==> src/rtl/dly_pkg.sv <==
// Package: shared sizing for the run-time selectable delay line.
// Assumes the largest delay fits in the unsigned setting field.
package dly_pkg;
    localparam int unsigned DATA_W    = 16;   // width of the delayed word
    localparam int unsigned MAX_DEPTH = 64;   // largest selectable delay in cycles
    localparam int unsigned CFG_W     = 8;    // width of the delay setting

    typedef logic [DATA_W-1:0] word_t;
endpackage

==> src/rtl/dly_sel_clamp.sv <==
// Module: dly_sel_clamp
// Turns the raw delay setting into a zero-based tap index.
// Assumes: the chain supports delays 1..MAX_DEPTH and MAX_DEPTH < 2**CFG_W.
// Setting 0 maps to index 0 (delay 1); settings above MAX_DEPTH map to the
// last index (delay MAX_DEPTH). Purely combinational.
module dly_sel_clamp #(
    parameter int unsigned CFG_W     = 8,
    parameter int unsigned MAX_DEPTH = 64,
    localparam int unsigned IDX_W    = (MAX_DEPTH > 1) ? $clog2(MAX_DEPTH) : 1
) (
    input  logic [CFG_W-1:0] cfg_raw,
    output logic [IDX_W-1:0] tap_idx
);
    localparam logic [CFG_W-1:0] CFG_MAX = CFG_W'(MAX_DEPTH);

    // Clamp the setting into 1..MAX_DEPTH and subtract one.
    always_comb begin
        if (cfg_raw == '0) begin
            tap_idx = '0;
        end else if (cfg_raw > CFG_MAX) begin
            tap_idx = IDX_W'(MAX_DEPTH - 1);
        end else begin
            tap_idx = IDX_W'(cfg_raw - CFG_W'(1));
        end
    end
endmodule

==> src/rtl/dly_shift_chain.sv <==
// Module: dly_shift_chain
// Fixed-length register chain. Stage 0 samples the input word and each later
// stage samples its predecessor on every rising edge, whatever the selected
// delay is. Assumes: STAGES >= 1; synchronous active-low reset clears all.
module dly_shift_chain #(
    parameter int unsigned DATA_W = 16,
    parameter int unsigned STAGES = 63
) (
    input  logic              clk,
    input  logic              rst_n,
    input  logic [DATA_W-1:0] word_in,
    output logic [DATA_W-1:0] stage_q [STAGES]
);
    genvar k;
    generate
        for (k = 0; k < STAGES; k++) begin : g_stage
            if (k == 0) begin : g_head
                // Capture the incoming word into the first stage.
                always_ff @(posedge clk) begin
                    if (!rst_n) stage_q[0] <= '0;
                    else        stage_q[0] <= word_in;
                end

                p_head_capture_r2: assert property (@(posedge clk)
                    disable iff (!rst_n)
                    $past(rst_n) |-> stage_q[0] == $past(word_in))
                    else $error("first stage missed the input word");
            end else begin : g_body
                // Move the previous stage's word one place down.
                always_ff @(posedge clk) begin
                    if (!rst_n) stage_q[k] <= '0;
                    else        stage_q[k] <= stage_q[k-1];
                end

                p_shift_step_r6: assert property (@(posedge clk)
                    disable iff (!rst_n)
                    $past(rst_n) |-> stage_q[k] == $past(stage_q[k-1]))
                    else $error("chain stage did not take its predecessor");
            end
        end
    endgenerate
endmodule

==> src/rtl/dly_tap_mux.sv <==
// Module: dly_tap_mux
// Chooses the word that the output register loads. Index 0 selects the live
// input (delay 1); index k selects chain stage k-1 (delay k+1).
// Assumes: the index never exceeds STAGES (the clamp guarantees it);
// unused power-of-two slots read as zero.
module dly_tap_mux #(
    parameter int unsigned DATA_W = 16,
    parameter int unsigned STAGES = 63,
    parameter int unsigned IDX_W  = 6
) (
    input  logic [DATA_W-1:0] word_in,
    input  logic [DATA_W-1:0] stage_q [STAGES],
    input  logic [IDX_W-1:0]  tap_idx,
    output logic [DATA_W-1:0] tap_word
);
    localparam int unsigned SLOTS = 2 ** IDX_W;

    logic [DATA_W-1:0] taps [SLOTS];

    genvar s;
    generate
        for (s = 0; s < SLOTS; s++) begin : g_tap
            if (s == 0) begin : g_live
                assign taps[s] = word_in;
            end else if (s <= STAGES) begin : g_reg
                assign taps[s] = stage_q[s-1];
            end else begin : g_pad
                assign taps[s] = '0;
            end
        end
    endgenerate

    // Pick the tap named by the clamped index.
    always_comb tap_word = taps[tap_idx];
endmodule

==> src/rtl/dly_line_var.sv <==
// Module: dly_line_var (top)
// Delays a data word by 1..MAX_DEPTH cycles, chosen at run time by dly_cfg.
// The storage is a fixed chain of MAX_DEPTH-1 registers plus one output
// register, so the longest path through storage is MAX_DEPTH edges.
// Assumes: synchronous active-low reset; the setting may change on any cycle.
module dly_line_var
    import dly_pkg::*;
#(
    parameter int unsigned P_DATA_W    = DATA_W,
    parameter int unsigned P_MAX_DEPTH = MAX_DEPTH,
    parameter int unsigned P_CFG_W     = CFG_W
) (
    input  logic                clk,
    input  logic                rst_n,
    input  logic [P_DATA_W-1:0] din,
    input  logic [P_CFG_W-1:0]  dly_cfg,
    output logic [P_DATA_W-1:0] dout
);
    localparam int unsigned STAGES = (P_MAX_DEPTH > 1) ? P_MAX_DEPTH - 1 : 1;
    localparam int unsigned IDX_W  = (P_MAX_DEPTH > 1) ? $clog2(P_MAX_DEPTH) : 1;
    localparam logic [P_CFG_W-1:0] CFG_TOP = P_CFG_W'(P_MAX_DEPTH);

    logic [IDX_W-1:0]    tap_idx;
    logic [P_DATA_W-1:0] stage_q [STAGES];
    logic [P_DATA_W-1:0] tap_word;

    dly_sel_clamp #(
        .CFG_W     (P_CFG_W),
        .MAX_DEPTH (P_MAX_DEPTH)
    ) u_clamp (
        .cfg_raw (dly_cfg),
        .tap_idx (tap_idx)
    );

    dly_shift_chain #(
        .DATA_W (P_DATA_W),
        .STAGES (STAGES)
    ) u_chain (
        .clk     (clk),
        .rst_n   (rst_n),
        .word_in (din),
        .stage_q (stage_q)
    );

    dly_tap_mux #(
        .DATA_W (P_DATA_W),
        .STAGES (STAGES),
        .IDX_W  (IDX_W)
    ) u_mux (
        .word_in  (din),
        .stage_q  (stage_q),
        .tap_idx  (tap_idx),
        .tap_word (tap_word)
    );

    // Register the selected tap; this register is the last delay cycle.
    always_ff @(posedge clk) begin
        if (!rst_n) dout <= '0;
        else        dout <= tap_word;
    end

    // one edge after reset is held, the output is zero.
    p_reset_clear_r1: assert property (@(posedge clk)
        $past(!rst_n) |-> dout == '0)
        else $error("output not cleared by reset");

    // settings 0 and 1 both pass the input with a single-edge delay.
    p_short_path_r3: assert property (@(posedge clk) disable iff (!rst_n)
        ($past(rst_n) && $past(dly_cfg) <= P_CFG_W'(1)) |-> dout == $past(din))
        else $error("setting 0/1 did not give a one-cycle delay");

    // any setting at or above the top takes the last chain stage.
    p_top_clamp_r4: assert property (@(posedge clk) disable iff (!rst_n)
        ($past(rst_n) && $past(dly_cfg) >= CFG_TOP)
            |-> dout == $past(stage_q[STAGES-1]))
        else $error("large setting not clamped to the deepest tap");

    // the output follows the tap chosen at the previous edge, no refill.
    p_tap_switch_r5: assert property (@(posedge clk) disable iff (!rst_n)
        ($past(rst_n) && $past(dly_cfg) == P_CFG_W'(2) && P_MAX_DEPTH > 1)
            |-> dout == $past(stage_q[0]))
        else $error("setting 2 did not pick the first chain stage");
endmodule

==> config.mk <==
export PLATFORM = sky130hd
export DESIGN_NAME = dly_line_var
export DESIGN_NICKNAME = d
export VERILOG_FILES = /design/src/rtl/dly_pkg.sv /design/src/rtl/dly_sel_clamp.sv /design/src/rtl/dly_shift_chain.sv /design/src/rtl/dly_tap_mux.sv /design/src/rtl/dly_line_var.sv
export SDC_FILE = /design/constraint.sdc
export NUM_CORES = 2
export LEC_CHECK = 0
export CORE_MARGIN = 1.5
export CORE_UTILIZATION = 55
export DETAILED_ROUTE_END_ITERATION = 6
export PLACE_DENSITY = 0.71
export SYNTH_ARGS = -nofsm -noshare
export SYNTH_HDL_FRONTEND = slang
export SYNTH_SLANG_ARGS = --single-unit
==> constraint.sdc <==
create_clock -name clk -period 5.4 [get_ports clk]
set_input_delay 1.08 -clock clk [delete_from_list [all_inputs] [get_ports clk]]
set_output_delay 1.08 -clock clk [all_outputs]
set_load 0.02 [all_outputs]
**Yosys cells after proc, flatten, opt, wreduce, memory -nomap -nowiden**

Index checks and enable logic that the tools add are counted.

- Bits in registers: 1024
- Word-level logic and storage cells: 74
- Output and inout bits: 16

- Reduce and logical (&&, ||, !) cells: 1
- Bitwise gates (word level): 1
- $add $sub $neg: 1
- Mux-type cells: 5
- $lt $le $gt $ge: 2

Operators by type and width:

| operator | number |
|---|---|
| binary-select mux 16 bit (select 6 bit) | 1 |
| two-way mux 16 bit | 2 |
| two-way mux 6 bit | 2 |
| greater-than comparator 8 x 7 -> 1 bit, second input constant | 1 |
| zero test 8 bit | 1 |
| greater-or-equal comparator 7 bit, second input constant | 1 |
| inverter 6 -> 7 bit | 1 |
| subtractor 6 x 1 -> 6 bit, second input constant | 1 |

**Depth between registers and ports, before layout**

- Depth after elaboration: 7
- Depth in mapped cells: 15

**Cells and area by module**

A second synthesis with hierarchy kept.

- Cells, all modules: 2859
- Area, all modules: 36262.3 sq um

Modules (own cells, without submodules):

| module | instances | area an instance (sq um) | seq. area each (sq um) | cells an instance |
|---|---|---|---|---|
| dly_shift_chain | 1 | 27330.0 | 20179.4 | 2128 |
| dly_tap_mux | 1 | 8236.6 | 0.0 | 662 |
| dly_line_var | 1 | 446.7 | 320.3 | 33 |
| dly_sel_clamp | 1 | 249.0 | 0.0 | 36 |

**Worst setup path before layout**

No wires, ideal clock.

- Path type: input to register
- Start point: in dly_cfg[0]
- End point: reg dout[10]
- Stages on the path: 12
- Data required time: 5284 ps
- Setup time: 116 ps
- Arrival time: 3317 ps
- Path slack: 1966 ps
- Path buffers: 2
- Cells stage by stage: inv_1 ha_1 or3b_1 buf_2 o32a_1 o32ai_4 nand3_4 buf_2 a221o_1 o21ai_1 a2111oi_1 a41o_1

- Longest elaborated chain between the ends: 7

RTL lines:

| item | line | source |
|---|---|---|
| start: declaration | dly_line_var.sv:16 | `input logic [P_CFG_W-1:0] dly_cfg,` |
| greater-than comparator 8 x 7 -> 1 bit / subtractor 6 x 1 -> 6 bit (equally long branches) | dly_sel_clamp.sv:20, dly_sel_clamp.sv:23 |  |
| two-way mux 6 bit | dly_sel_clamp.sv:20 | `end else if (cfg_raw > CFG_MAX) begin` |
| two-way mux 6 bit (*) | dly_sel_clamp.sv:18 | `if (cfg_raw == '0) begin` |
| inverter 6 -> 7 bit (not written as such) (*) | dly_tap_mux.sv:34 | `always_comb tap_word = taps[tap_idx];` |
| binary-select mux 16 bit (select 6 bit) (*) | dly_tap_mux.sv:34 |  |
| two-way mux 16 bit (not written as such) (*) (2 in series) | dly_tap_mux.sv:34 |  |
| end signal: assignment | dly_line_var.sv:59 | `else dout <= tap_word;` |
| end: declaration | dly_line_var.sv:17 | `output logic [P_DATA_W-1:0] dout` |

Mark *: on every way between the ends. The rest lies on a longest branch, timed or not. The select of a mux whose other input is x is not followed.
A chain may end at the register's enable or synchronous reset.

**Worst setup path after layout**

- Start point: in dly_cfg[1]
- End point: reg dout[1]

Same word-level chain as after synthesis.

==> summary.md <==
| Metric | Value |
|---|---|
| Synth Area in Compound Gates | `14.5%` |
| Root Buffer Master | `clkbuf_16` |
| Post-Place Cell Area | `around 38000 um2` |
| Gpl congestion | `just under 0.9` |
| I/O pin cnt | `between 40 and 50` |
| Cell mode on critical path | `buf_4` |
| Final Util | `a little over three fifths` |
| Reg-to-reg startpoint | `u_chain.stage_q[241]` |
| P per Cell Area | `377 nW/um2` |
| # DRC | `0` |
| Ys async rst share | `0%` |
| Routed wire length | `90100 um` |
| Number of enable flip-flop cells after synthesis | `0` |
| Die Width | `between 200 and 300 um` |
| CP Launch Type | `input port` |
| Antenna violations before repair | `0` |
| CP delay by family, top | `buffers and inverters` |
| Hold buffer count at cts | `0` |
| Crit share post-route | `between 80% and 90%` |
| Critical Path Sink Type | `register` |
| Post-Synth XOR/XNOR Area | `less than 1%` |
| Later-pin clock latency in the skew report | `0.65 ns` |
| Crit Path Category | `in2reg` |
| Grt met2 use | `around 44%` |
| Antenna-violating nets left | `0` |
| Final hold viol count | `0` |
| DP Worst Slack | `-0.0204 ns` |
| Core Area | `about 65000 um2` |
| Multiplexer area fraction after synthesis | `3.22%` |
| Fillers | `between 5k and 6k` |
| Nets | `3527` |
| Largest family of logic cells by synthesized area | `simple AND/OR/NAND/NOR gates` |
| Leak pwr | `15.7 nW` |
| Count of non-filler cells in the finished layout | `4434` |
| Met1 Resource Use GR | `about 36%` |
| Clk buf depth | `3` |
| Max Fclk | `between 0.2 and 0.25 GHz` |
| IO buf count | `between 40 and 50` |
| Reg2reg path depth | `7` |
| Unique masters post-synth | `68` |
| Area grow syn2layout | `13.0%` |
| Multi-input logic area | `around 14000 um2` |
| Total power draw | `roughly 15 mW` |
| CP bufs+invs | `4` |
| Number of global-route vias before repair | `25.4k` |
| Grt peak-use layer | `met2` |
| Die area | `67300 um2` |
| RSZ-0062 raised after global routing | `no` |
| First-pass GRT wire length | `about 140000 um` |
| Post-Synthesis Cells | `around 3.6k` |
| Post-Syn Nets | `about 3.6k` |
| Register area share after synthesis | `56.7%` |
| Share of cells above drive strength 1 | `7.94%` |
| Slew @ Worst Pin | `between 1 and 1.5 ns` |
| Ys Warns | `0` |
| Synth Area in Adders | `0.0692%` |
| Largest net degree at the start of global routing | `about 280` |
| Simple logic cell fraction of the synthesized area | `between 20% and 30%` |
| Relative slew margins | `between 20% and 30%` |
| Hold Crit Depth | `1` |
| Max FO, Critical Path | `31` |
| CP max stage cell | `nor2_4` |
| Row count | `93` |
| Grt met3 use | `between 3 and 4%` |
| CTS tree | `yes` |
| Min Clock Period, post-route | `approximately 4.8 ns` |
| Slowest cell delay on critical path | `between 0.8 and 0.9 ns` |
| 1st-pass router iterations | `7` |
| Syn Area/Cell | `about 10 um2` |
| Global route total overflow | `0` |
| Peak supply drop | `~270 uV` |
| Placed cells | `~4.3k` |
| Post-CTS Setup Repair Bufs | `0` |
| Max-cap violations | `0` |
| H-tree levels | `3` |
| Outcome | `finished clean` |
| Worst Setup SP | `dly_cfg[1]` |
| # setup viols final | `0` |
| Final Slew Violations | `0` |
| Post_cts resized | `0` |
| Die Y-Extent | `about 260 um` |
| Total CTS buffers | `99` |
| CTS sink cnt | `1024` |
| Hold Startpoint | `u_chain.stage_q[248]` |
| Final setup margin | `roughly 0.58 ns` |
| Mean number of vias per cell | `5.80` |
| Stages on the worst setup path | `13` |
| Worst-path clk slew | `roughly 0.060 ns` |
| Post-synthesis cell area | `around 36000 um2` |
| R2R Setup Slk | `around 3.3 ns` |
| Via count | `approximately 26k` |
| Worst endpoint data arrival time | `about 5.4 ns` |
| Critical path data required time | `approximately 6 ns` |
| Setup Skew | `around 0.014 ns` |
| Top_reg_cell synth | `dfxtp_1` |
| Post-route cell area | `about 40000 um2` |
| Dpl hpwl | `about 55000 um` |
| Number of DRC markers in iteration 0 | `around 2.2k` |
| Hold crit path type | `reg2reg` |
| GRT Total Usage | `between 20% and 30%` |
| Starting density of the core | `between 50% and 60%` |
| CP Cell Sequence | `clkdlybuf4s50_1 > inv_1 > ha_1 > xor2_1 > a2bb2oi_1 > nor2_4 > buf_4 > o221ai_1 > a21oi_1 > nor3_1 > a2111oi_0 > buf_4 > a41o_1` |
| Per-cell routed wire length | `just over 20 um` |
| Register area | `~20000 um2` |
| Yosys reg bits | `1024` |
==> report_power, final <==
part           total, mW  internal (mW)  switching, mW  leakage, nW
logic              0.843          0.264          0.579         5.78
clock network       6.94           4.08           2.86         1.63
registers           7.61           7.58         0.0225         8.25
total               15.4           11.9           3.46         15.7
==> layout make-up <==
type	count	area share [%]
inverters	4	0.0368
well taps	855	2.62
flip-flops and latches	1024	50.2
repair buffers	141	3.55
clock inverters	23	0.677
diodes	1	0.00613
clock buffers	157	7.42
multi-input cells	2229	35.5
==> kinds of logic (layout without fill, tap and decap cells) <==
family | count (synthesis) | after routing
AO/OA/AOI/OAI | 724 | 724
XOR/XNOR | 3 | 3
adder cells (fa/ha/maj) | 2 | 2
buffers and inverters | 304 | 325
flip-flops | 1024 | 1024
multiplexers | 116 | 116
other | 0 | 1
AND/OR/NAND/NOR | 1384 | 1384
==> layout by cell type (no fill, tap or decap), drive strengths merged, types with 16 or more instances in the layout <==
| master | Yosys | final |
|---|---|---|
| a32oi | 16 | 16 |
| nand3 | 66 | 66 |
| clkdlybuf4s50 | 0 | 39 |
| a2bb2oi | 17 | 17 |
| o32ai | 17 | 17 |
| nand2 | 236 | 236 |
| a21oi | 164 | 164 |
| a31oi | 32 | 32 |
| o211ai | 23 | 23 |
| buf | 79 | 102 |
| mux2i | 114 | 114 |
| and2 | 1009 | 1009 |
| clkbuf | 221 | 157 |
| o22ai | 22 | 22 |
| a22oi | 32 | 32 |
| a211oi | 31 | 31 |
| o221ai | 183 | 183 |
| a221oi | 17 | 17 |
| nor3 | 32 | 32 |
| nor2 | 19 | 19 |
| o21ai | 84 | 84 |
| dfxtp | 1024 | 1024 |
==> worst paths after layout <==
kind | endpoint
worst max register to register | dout[1]
worst max-delay path | dout[1]
worst min register to register | u_chain.stage_q[232]
worst min-delay path | u_chain.stage_q[232]
==> Yosys cell counts, types with 5 or more instances <==
cell,n,share of area (%)
a2111oi_0,8,0.19
a2111oi_1,6,0.17
a211o_1,14,0.34
a211oi_1,31,0.64
a21boi_0,12,0.25
a21oi_1,163,2.3
a221o_1,13,0.36
a221oi_1,17,0.41
a22oi_1,32,0.66
a2bb2oi_1,17,0.41
a31oi_1,32,0.55
a32oi_1,16,0.39
a41o_1,12,0.33
and2_1,1009,17
buf_1,21,0.22
buf_2,51,0.71
buf_4,5,0.10
clkbuf_1,221,2.3
dfxtp_1,1024,57
mux2i_1,114,3.2
nand2_1,236,2.5
nand3_1,65,0.90
nor2_1,18,0.19
nor3_1,30,0.42
o211ai_1,22,0.46
o21ai_0,69,0.96
o21ai_1,15,0.21
o221ai_1,183,4.4
o22ai_1,22,0.38
o32ai_1,16,0.39
or4_1,5,0.10
==> worst register-to-register path: stages (launching register included) <==
cell,delay (ns)
dfxtp_1,0.32
a21boi_0,0.20
a211oi_1,0.06
o21ai_0,0.19
nand3_1,0.20
a2111oi_0,0.82
buf_4,0.23
a41o_1,0.08
==> metrics by stage <==
stage / TNS (ns) / hold WS [ns]
floorplan: 0 / 0.423
global placement: 0 / 0.428
detailed placement: -0.0204 / 0.436
CTS: 0 / 0.449
global route: 0 / 0.461
finish: 0 / 0.447
==> routing by layer <==
metal  up-vias  routed length, um  share of wire (%)
li1      12200                  -                  -
met1     12700              40200                 45
met2       712              42800                 48
met3       160               4600                5.1
met4         0               2460                2.7
met5         -                  0                  0
==> registers in the layout, summed over array words and instances (netlist names) <==
| signal | count |
|---|---|
| u_chain.stage_q | 1008 |
| dout | 16 |
Power figures use the tool's default switching activity.
